### src/rtl/lin_fault_pkg.sv
package lin_fault_pkg;

  // Readback comparison: true when the echoed byte differs from the sent one.
  function automatic logic byte_differs(input logic [7:0] sent, input logic [7:0] heard);
    return (sent ^ heard) != 8'h00;
  endfunction

  // Timer expiry: cnt holds edges elapsed since start minus one; zero limit means off.
  function automatic logic budget_spent(input int unsigned cnt, input int unsigned lim);
    return (lim != 0) && (cnt + 1 == lim);
  endfunction

  // Run counter: the tick that completes the run.
  function automatic logic run_complete(input int unsigned cnt, input int unsigned lim);
    return cnt + 1 >= lim;
  endfunction

endpackage

### src/rtl/lin_readback_cmp.sv
module lin_readback_cmp
  import lin_fault_pkg::*;
(
  input  logic       clk,
  input  logic       rst_n,
  input  logic       tx_valid,
  input  logic [7:0] tx_byte,
  input  logic       rx_valid,
  input  logic [7:0] rx_byte,
  output logic       mismatch
);
  logic       pending;
  logic [7:0] sent_q;

  always_ff @(posedge clk or negedge rst_n) begin
    if (!rst_n) begin
      pending <= 1'b0;
      sent_q  <= 8'h00;
    end else if (tx_valid) begin
      pending <= 1'b1;
      sent_q  <= tx_byte;
    end else if (rx_valid) begin
      pending <= 1'b0;
    end
  end

  assign mismatch = rx_valid && pending && byte_differs(sent_q, rx_byte);

  AST_COMPARE_ONCE: assert property (@(posedge clk) disable iff (!rst_n)
    (rx_valid && !tx_valid) |=> !pending);
endmodule

### src/rtl/lin_resp_timer.sv
module lin_resp_timer
  import lin_fault_pkg::*;
#(
  parameter int TO_W = 16
) (
  input  logic            clk,
  input  logic            rst_n,
  input  logic            start,
  input  logic            stop,
  input  logic [TO_W-1:0] limit,
  output logic            expire
);
  logic            running;
  logic [TO_W-1:0] cnt;

  assign expire = running && !start && !stop &&
                  budget_spent(32'(cnt), 32'(limit));

  always_ff @(posedge clk or negedge rst_n) begin
    if (!rst_n) begin
      running <= 1'b0;
      cnt     <= '0;
    end else if (start) begin
      running <= 1'b1;
      cnt     <= '0;
    end else if (running) begin
      if (stop || expire) running <= 1'b0;
      else                cnt     <= cnt + 1'b1;
    end
  end

  AST_TIMER_HALTS: assert property (@(posedge clk) disable iff (!rst_n)
    (stop && !start) |=> !running);
endmodule

### src/rtl/lin_run_counter.sv
module lin_run_counter
  import lin_fault_pkg::*;
#(
  parameter int LIMIT = 15
) (
  input  logic clk,
  input  logic rst_n,
  input  logic en,
  input  logic restart,
  input  logic tick,
  output logic fire
);
  localparam int CW = $clog2(LIMIT + 1);

  logic [CW-1:0] cnt;
  logic          done;

  assign fire = en && !restart && tick && !done && run_complete(32'(cnt), 32'(LIMIT));

  always_ff @(posedge clk or negedge rst_n) begin
    if (!rst_n) begin
      cnt  <= '0;
      done <= 1'b0;
    end else if (!en || restart) begin
      cnt  <= '0;
      done <= 1'b0;
    end else if (tick && !done) begin
      if (fire) done <= 1'b1;
      else      cnt  <= cnt + 1'b1;
    end
  end

  AST_RUN_BOUNDED: assert property (@(posedge clk) disable iff (!rst_n)
    32'(cnt) < LIMIT);
  AST_RUN_RESTART: assert property (@(posedge clk) disable iff (!rst_n)
    restart |=> (cnt == '0));
endmodule

### src/rtl/lin_fault_watch.sv
module lin_fault_watch #(
  parameter int TO_W       = 16,
  parameter int STUCK_BITS = 15,
  parameter int LOW_BITS   = 10
) (
  input  logic            clk,
  input  logic            rst_n,
  input  logic            tx_valid,
  input  logic [7:0]      tx_byte,
  input  logic            tx_is_id,
  input  logic            slave_resp,
  input  logic            rx_valid,
  input  logic [7:0]      rx_byte,
  input  logic            rxd,
  input  logic            bit_tick,
  input  logic            frame_active,
  input  logic            csum_done,
  input  logic [TO_W-1:0] to_limit,
  input  logic            clr_bit,
  input  logic            clr_sto,
  input  logic            clr_pbe,
  input  logic            clr_fe,
  output logic            bit_err,
  output logic            sto_flag,
  output logic            sto_irq,
  output logic            pbe_flag,
  output logic            fe_flag,
  output logic            abort
);
  // Named internal events
  logic ev_bit, ev_sto, ev_pbe, ev_fe;
  logic rxd_q, rxd_edge, timer_start;

  assign rxd_edge    = rxd ^ rxd_q;
  assign timer_start = tx_valid && tx_is_id && slave_resp;

  lin_readback_cmp u_cmp (
    .clk(clk), .rst_n(rst_n),
    .tx_valid(tx_valid), .tx_byte(tx_byte),
    .rx_valid(rx_valid), .rx_byte(rx_byte),
    .mismatch(ev_bit)
  );

  lin_resp_timer #(.TO_W(TO_W)) u_timer (
    .clk(clk), .rst_n(rst_n),
    .start(timer_start), .stop(csum_done),
    .limit(to_limit), .expire(ev_sto)
  );

  lin_run_counter #(.LIMIT(STUCK_BITS)) u_stuck (
    .clk(clk), .rst_n(rst_n),
    .en(frame_active), .restart(rxd_edge),
    .tick(bit_tick), .fire(ev_pbe)
  );

  lin_run_counter #(.LIMIT(LOW_BITS)) u_low (
    .clk(clk), .rst_n(rst_n),
    .en(1'b1), .restart(rxd),
    .tick(bit_tick), .fire(ev_fe)
  );

  always_ff @(posedge clk or negedge rst_n) begin
    if (!rst_n) begin
      rxd_q    <= 1'b1;
      bit_err  <= 1'b0;
      sto_flag <= 1'b0;
      sto_irq  <= 1'b0;
      pbe_flag <= 1'b0;
      fe_flag  <= 1'b0;
      abort    <= 1'b0;
    end else begin
      rxd_q    <= rxd;
      bit_err  <= ev_bit | (bit_err  & ~clr_bit);
      sto_flag <= ev_sto | (sto_flag & ~clr_sto);
      pbe_flag <= ev_pbe | (pbe_flag & ~clr_pbe);
      fe_flag  <= ev_fe  | (fe_flag  & ~clr_fe);
      sto_irq  <= ev_sto;
      abort    <= ev_bit | ev_sto | ev_pbe;
    end
  end

  AST_BIT_NEEDS_RX: assert property (@(posedge clk) disable iff (!rst_n)
    $rose(bit_err) |-> $past(rx_valid));
  AST_IRQ_WITH_FLAG: assert property (@(posedge clk) disable iff (!rst_n)
    sto_irq |-> sto_flag);
  AST_PBE_IN_FRAME: assert property (@(posedge clk) disable iff (!rst_n)
    $rose(pbe_flag) |-> $past(frame_active));
  AST_FE_LINE_LOW: assert property (@(posedge clk) disable iff (!rst_n)
    $rose(fe_flag) |-> $past(!rxd));
  AST_STICKY_BIT: assert property (@(posedge clk) disable iff (!rst_n)
    $fell(bit_err) |-> $past(clr_bit));
  AST_STICKY_PBE: assert property (@(posedge clk) disable iff (!rst_n)
    $fell(pbe_flag) |-> $past(clr_pbe));
  AST_ABORT_CAUSE: assert property (@(posedge clk) disable iff (!rst_n)
    abort |-> (bit_err || sto_flag || pbe_flag));
endmodule

### config.mk
export PLATFORM = sky130hd
export DESIGN_NAME = lin_fault_watch
export DESIGN_NICKNAME = d
export VERILOG_FILES = /design/src/rtl/lin_fault_pkg.sv /design/src/rtl/lin_readback_cmp.sv /design/src/rtl/lin_resp_timer.sv /design/src/rtl/lin_run_counter.sv /design/src/rtl/lin_fault_watch.sv
export SDC_FILE = /design/constraint.sdc
export NUM_CORES = 1
export LEC_CHECK = 0
export BUFFER_PORTS_ARGS = -buffer_cell sky130_fd_sc_hd__buf_2
export CAP_MARGIN = 40
export CORE_ASPECT_RATIO = 0.9
export CORE_MARGIN = 1
export CORE_UTILIZATION = 50
export CTS_CLUSTER_DIAMETER = 150
export DETAILED_ROUTE_END_ITERATION = 6
export GPL_ROUTABILITY_DRIVEN = 0
export MAX_ROUTING_LAYER = met4
export PLACE_DENSITY = 0.72
export SLEW_MARGIN = 15
export SYNTH_ARGS = -nofsm -noshare
export SYNTH_HDL_FRONTEND = slang
export SYNTH_HIERARCHICAL = 1
export SYNTH_SLANG_ARGS = --single-unit
### constraint.sdc
create_clock -name clk -period 3.7 [get_ports clk]
set_input_delay 0.37 -clock clk [delete_from_list [all_inputs] [get_ports clk]]
set_output_delay 0.37 -clock clk [all_outputs]
set_load 0.03 [all_outputs]
==> metrics.yaml, run 1 <==
status: "complete, no violations"
vdd_drop_max_mv: 0.1331
crit_type: "reg2reg"
startpoint: "u_timer/cnt[0]$_DFFE_PN0P_"
core.rowCount: 27
start_kind: "flip-flop"
cts_resized: 0
postLayoutSetupSlackWorst_ps: 595.0
synthCells: 340
cp_top_family: "simple AND/OR/NAND/NOR gates"
synth_edf_count: 0
vias: 2594
fin_util_pct: 57.41
cts_num_sinks: 43
drive_gt1_share_pct: 23.24
p_leak_nw: 1.653
fin_skew_ps: 6.423
intPower_mw: 0.7091
yosys.area.top_type: "dfrtp_1"
worst_pin_slew_ps: 736.4
clockBufferDepth: 2
area_growth_pct: 11.16
die_y_microns: 77.19
vias_per_cell: 5.701
dp_hpwl_mm: 5.087
dp.cells: 446
wl_per_cell_microns: 15.04
drc_errors: 0
hold_buffers: 1
r2r-start: "u_timer/cnt[0]$_DFFE_PN0P_"
preCtsSetupSlack_ps: 629.6
crit_path_end_kind: "flip-flop"
die_w_microns: 85.54
synthTopCellsByCount: "dfrtp_1 (42), nand2_1 (38), mux2i_1 (18)"
cp_cell_sequence: "ha_1 -> nand3_4 -> o31a_1 -> or3_1 -> a2111oi_2 -> nand4_2 -> buf_4 -> nor2_1 -> or3_1"
crit_path_max_incr_delay_ps: 480
synth_xor_area_share_pct: 7.530
clk_pin_slew_worst_paths_ps: 90
synth.most_common_cell: "dfrtp_1"
n_antenna_cell: 0
grt_start_max_net_pins: 33
min_from: "rxd"
p_comb_share_pct: 18.4
setup_viol: 0
ys_seq_elements: 43
synth_top_area_share_pct: 33.47
postCtsSetupBuffers: 0
tritoncts: "built"
cts_buffers: 5
crit_buf_inv: 1
fin_nets: 433
grt_pass1_vias: 2465
slowest_stage: "dfrtp_1"
ys.flop_type: "dfrtp_1"
rsz0062_at_grt: "no"
p_switching_mw: 0.2876
reg2reg_to: "abort$_DFF_PN0_"
synth_mux_area_share_pct: 8.964
yosysUniqueCellTypes: 68
cp.depth: 9
synth_top_family_by_area: "simple AND/OR/NAND/NOR gates"
clock.fmax_mhz: 322.1
crit_path_end: "abort$_DFF_PN0_"
yosys_warnings: 6
ys_seq_area_share_pct: 34.30
maxSlewHeadroom_pct: 50.91
fin_cells: 455
tns_ps: 0
die_area_sq_um: 6602
pin_count: 52
ff2ff_setup_slack_ps: 590
drt_first_pass_iters: 4
synth-simple-area-share_pct: 28.05
htree_levels: 2
switching_share_pct: 28.85
io_buffers: 51
fin_crit_sh_pct: 83.92
antenna_found_initial: 0
cp_common_cell: "or3_1"
min_period_ps: 3105
async_flop_share_pct: 100.0
seq_power_share_pct: 51.5
drtAntennaViolNets: 0
crit_required_ps: 3940
hp-class: "in2reg"
start_util_pct: 51.65
routed_wl_mm: 6.841
first_iter_violations: 170
pwr_density_cell_nw_per_um2: 285.5
syn_area_sq_um: 3141
syn_area_per_cell_sq_um: 9.237
arrival_ps: 3340
pwr-share-clk_pct: 30.0
core_sq_um: 6081
max_cap_violations: 0
grt_pass1_wl_mm: 11.47
synth-compound-area-share_pct: 13.51
hold_viol_final: 0
reg2regPathDepth: 9
path_max_fanout: 13
clock_latency_ps: 300
overflow: 0
synthAdderAreaFrac_pct: 1.992
ys_top_cells_by_area: "dfrtp_1 (33%), mux2i_1 (5.7%), nand2_1 (4.5%)"
grt_use_total_pct: 22.52
maxSlewViolCount: 0
cts_root_buf: "clkbuf_8"
==> power groups by stage <==
stage,Combinational [mW],Clock [mW],Sequential (mW)
2_1_floorplan,0.119,0,0.520
3_3_place_gp,0.176,0,0.522
3_5_place_dp,0.184,0,0.524
4_1_cts,0.185,0.312,0.514
5_1_grt,0.204,0.335,0.517
6_report,0.184,0.299,0.514
==> layer usage <==
metal | part of all wire (%) | vias up | track usage, %
li1 | - | 1304 | -
met1 | 48 | 1222 | 29.65
met2 | 47 | 62 | 35.52
met3 | 4.5 | 6 | 4.306
met4 | 1.1 | 0 | 6.167
met5 | 0 | - | -
==> per-stage QoR <==
stage / hold WS, ps / instance area [sq um] / total power, mW
global placement: 454.4 / 3376 / 0.6972
detailed placement: 293.3 / 3396 / 0.7074
floorplan: 74.41 / 3144 / 0.6391
CTS: 188.2 / 3491 / 1.011
global route: 179.3 / 3491 / 1.056
finish: 194.0 / 3491 / 0.9967
==> worst register-to-register path, cell delays in order, from the launching register on <==
cell and delay (ps):
dfrtp_1 480, ha_1 310, nand3_4 150, o31a_1 320, or3_1 370, a2111oi_2 390
nand4_2 330, buf_4 330, nor2_1 210, or3_1 150
==> kinds of logic after synthesis <==
kind of cell / Yosys count
AOI/OAI and AO/OA: 54
xor gates and xnor gates: 27
adders and majority gates: 5
buffers and inverters: 33
DFF: 43
muxes: 27
other: 1
and+or+nand+nor: 150
==> worst min-delay path by stage <==
stage | to | slack, ps | cells past startpoint
after global routing | rxd_q$_DFF_PN1_ | 180 | 1
after floorplan | abort$_DFF_PN0_ | 70 | 0
after global placement | pbe_flag$_DFF_PN0_ | 450 | 1
final | rxd_q$_DFF_PN1_ | 190 | 1
after detailed placement | u_timer/cnt[15]$_DFFE_PN0P_ | 290 | 1
after CTS | rxd_q$_DFF_PN1_ | 190 | 1
==> sequential cells by signal, indices dropped and copies added (netlist names) <==
name,count
u_timer/cnt,16
u_cmp/sent_q,8
u_low/cnt,4
u_stuck/cnt,4
abort,1
bit_err,1
fe_flag,1
pbe_flag,1
rxd_q,1
sto_flag,1
sto_irq,1
u_cmp/pending,1
u_low/done,1
u_stuck/done,1
u_timer/running,1
==> layout make-up <==
cell class | instances | area [sq um]
timing repair buffer | 55 | 300.3
clock buffer | 6 | 72.57
clock inverter | 2 | 12.51
inverter | 12 | 45.04
fill | 541 | 2590
tap | 72 | 90.09
sequential | 43 | 1077
multi-input combinational | 265 | 1893
==> placed cells by master (no fill, tap or decap), types with 13 or more instances in the layout <==
cell | netlist | routed
buf_2 | 4 | 51
dfrtp_1 | 42 | 42
nand2_1 | 38 | 38
mux2i_1 | 18 | 18
nor4_1 | 17 | 17
xor2_1 | 16 | 16
nor3_1 | 15 | 15
o21ai_0 | 13 | 13
(Power assumes the default switching activity.)
==> inputs of run 2 (changes only) <==
Clock period 3.7 ns to 3.2 ns, I/O delays scaled along.
==> run 2 against run 1 <==
The run now ends with design-rule violations, negative hold slack left. Clock skew shrank 1.8 ps. Critical path depth is the same. Final area grew 0.14%. Register-to-register slack lost 240 ps. First-iteration DRC count grew 35%. Critical path type unchanged.
==> metrics.yaml, run 2 (synthesis results as in run 1) <==
maxSlewHeadroom_pct: 55.34  # +4.4 points
p_leak_nw: 1.656  # +0.20%
vias: 2657  # +2.4%
clock_latency_ps: 290  # about the same
grt_pass1_wl_mm: 11.39  # -0.78%
crit_path_max_incr_delay_ps: 500  # +20 ps
antenna_found_initial: 0  # unchanged
fin_nets: 433  # unchanged
rsz0062_at_grt: "no"
cp_top_family: "compound AO/OA/AOI/OAI gates"
pwr_density_cell_nw_per_um2: 328.0  # +15%
n_antenna_cell: 0  # unchanged
maxSlewViolCount: 0  # unchanged
grt_start_max_net_pins: 33  # unchanged
clockBufferDepth: 2  # unchanged
hold_slack_ps: -7.791  # -201.8 ps
crit_buf_inv: 1  # unchanged
r2r-start: "u_timer/cnt[0]$_DFFE_PN0P_"
regMostFlops: "u_timer/cnt"
crit_type: "reg2reg"
drive_gt1_share_pct: 23.50  # +0.26 points
max_cap_violations: 0  # unchanged
min_period_ps: 2848  # -256.7 ps
htree_levels: 2  # unchanged
final_cell_mix: "buf_2 (51), dfrtp_1 (42), nand2_1 (38), mux2i_1 (18), nor4_1 (17)"
die_w_microns: 85.54  # unchanged
setup_viol: 0  # unchanged
hp-class: "in2async"
cp_cell_sequence: "ha_1 -> nand3_4 -> o31a_1 -> or3_1 -> a2111oi_2 -> nand4_2 -> buf_4 -> a31oi_4 -> o22ai_1"
reg2reg_to: "u_timer/cnt[1]$_DFFE_PN0P_"
fin_skew_ps: 4.656  # -1.767 ps
start_kind: "flip-flop"
worst_pin_slew_ps: 669.9  # -66.54 ps
tritoncts: "built"
drc_errors: 2  # +2
vdd_drop_max_mv: 0.2472  # +86%
arrival_ps: 3010  # -330 ps
area_growth_pct: 11.31
cts_num_sinks: 43  # unchanged
hold_viol_final: 21  # +21
cts_resized: 0  # unchanged
clk_pin_slew_worst_paths_ps: 80  # about the same
dp_hpwl_mm: 4.977  # -2.2%
fin_crit_sh_pct: 89.01  # +5.1 points
mostFrequentLayoutCell: "buf_2"
status: "finished with violations"
pin_count: 52  # unchanged
routed_wl_mm: 6.550  # -4.3%
overflow: 0  # unchanged
fill_cells: 563  # +4.1%
tns_ps: 0  # unchanged
largest_register_ffs: 16  # unchanged
cts_root_buf: "clkbuf_8"
die_y_microns: 77.19  # unchanged
slowest_stage: "dfrtp_1"
cts_buffers: 5  # unchanged
grt_pass1_vias: 2472  # +0.28%
ff2ff_setup_slack_ps: 350  # -240 ps
grt_use_total_pct: 21.88  # -0.63 points
io_buffers: 51  # unchanged
core_sq_um: 6081  # unchanged
drt_first_pass_iters: 6  # +2
core.rowCount: 27  # unchanged
top_regs: "u_timer/cnt x16, u_cmp/sent_q x8"
crit_path_end_kind: "flip-flop"
vias_per_cell: 5.840  # +2.4%
die_area_sq_um: 6602  # unchanged
reg2regPathDepth: 9  # unchanged
first_iter_violations: 230  # +35%
wl_per_cell_microns: 14.40  # -4.3%
clock.fmax_mhz: 351.1  # +9.0%
postCtsSetupBuffers: 0  # unchanged
path_max_fanout: 12  # -1
violations: "design-rule violations, negative hold slack"
drtAntennaViolNets: 0  # unchanged
hold_buffers: 0  # -1
start_util_pct: 51.65  # unchanged
crit_required_ps: 3360  # -580 ps
-- run 2: cell types whose count changed in the layout (fill, tap and decap cells not counted) --
cell           before  now
dlygate4sd3_1       1    0
buf_16              0    1
buf_4               2    3
buf_12              1    0
-- run 2: where the power goes --
group	leakage, nW	internal [mW]	switching (mW)	total [mW]
Clock	0.0412	0.153	0.188	0.340
Sequential	0.568	0.568	0.0271	0.595
Combinational	1.05	0.0993	0.112	0.211
-- run 2: layout make-up --
cell class              count  area, sq um  area share, %
multi-input cells         265         1893          54.15
well taps                  72        90.09          2.577
clock inverters             2        12.51         0.3579
inverters                  12        45.04          1.288
repair buffers             55        305.3          8.733
flip-flops and latches     43         1077          30.82
clock buffers               6        72.57          2.076
-- run 2: layer usage --
layer	global-route usage [%]	part of all wire, %	vias to the layer above
met1	29.81	48	1296
met3	3.875	4.5	2
met4	4.333	0.32	0
li1	-	-	1300
met2	34.40	47	59
met5	-	0	-
-- run 2: stage by stage --
step           std cells  setup slack (ps)  util, %  cell area (sq um)  power [mW]
2_1_floorplan        341             671.0        -               3144      0.7390
3_3_place_gp         446             467.0    55.64               3383      0.8037
3_5_place_dp         447             390.6    56.09               3411      0.8173
4_1_cts              455             364.1    57.49               3496       1.162
5_1_grt              455             173.7    57.49               3496       1.207
6_report             455             351.7    57.49               3496       1.147
-- run 2: worst register-to-register path, delay by kind of cell (launching register included) --
family,cells,cell delay [ps]
AO/OA/AOI/OAI,4,990
adder cells (fa/ha/maj),1,330
buffers and inverters,1,230
flip-flops,1,500
AND/OR/NAND/NOR,3,670
-- run 2: worst max path at each step --
stage,start,end,cells past startpoint
detailed placement,u_timer/cnt[0]$_DFFE_PN0P_,u_timer/cnt[1]$_DFFE_PN0P_,9
finish,u_timer/cnt[0]$_DFFE_PN0P_,u_timer/cnt[1]$_DFFE_PN0P_,9
floorplan,u_timer/cnt[0]$_DFFE_PN0P_,u_timer/cnt[1]$_DFFE_PN0P_,9
global placement,u_timer/cnt[0]$_DFFE_PN0P_,u_timer/cnt[1]$_DFFE_PN0P_,9
CTS,u_timer/cnt[0]$_DFFE_PN0P_,u_timer/cnt[1]$_DFFE_PN0P_,9
global route,u_timer/cnt[0]$_DFFE_PN0P_,u_timer/cnt[10]$_DFFE_PN0P_,9
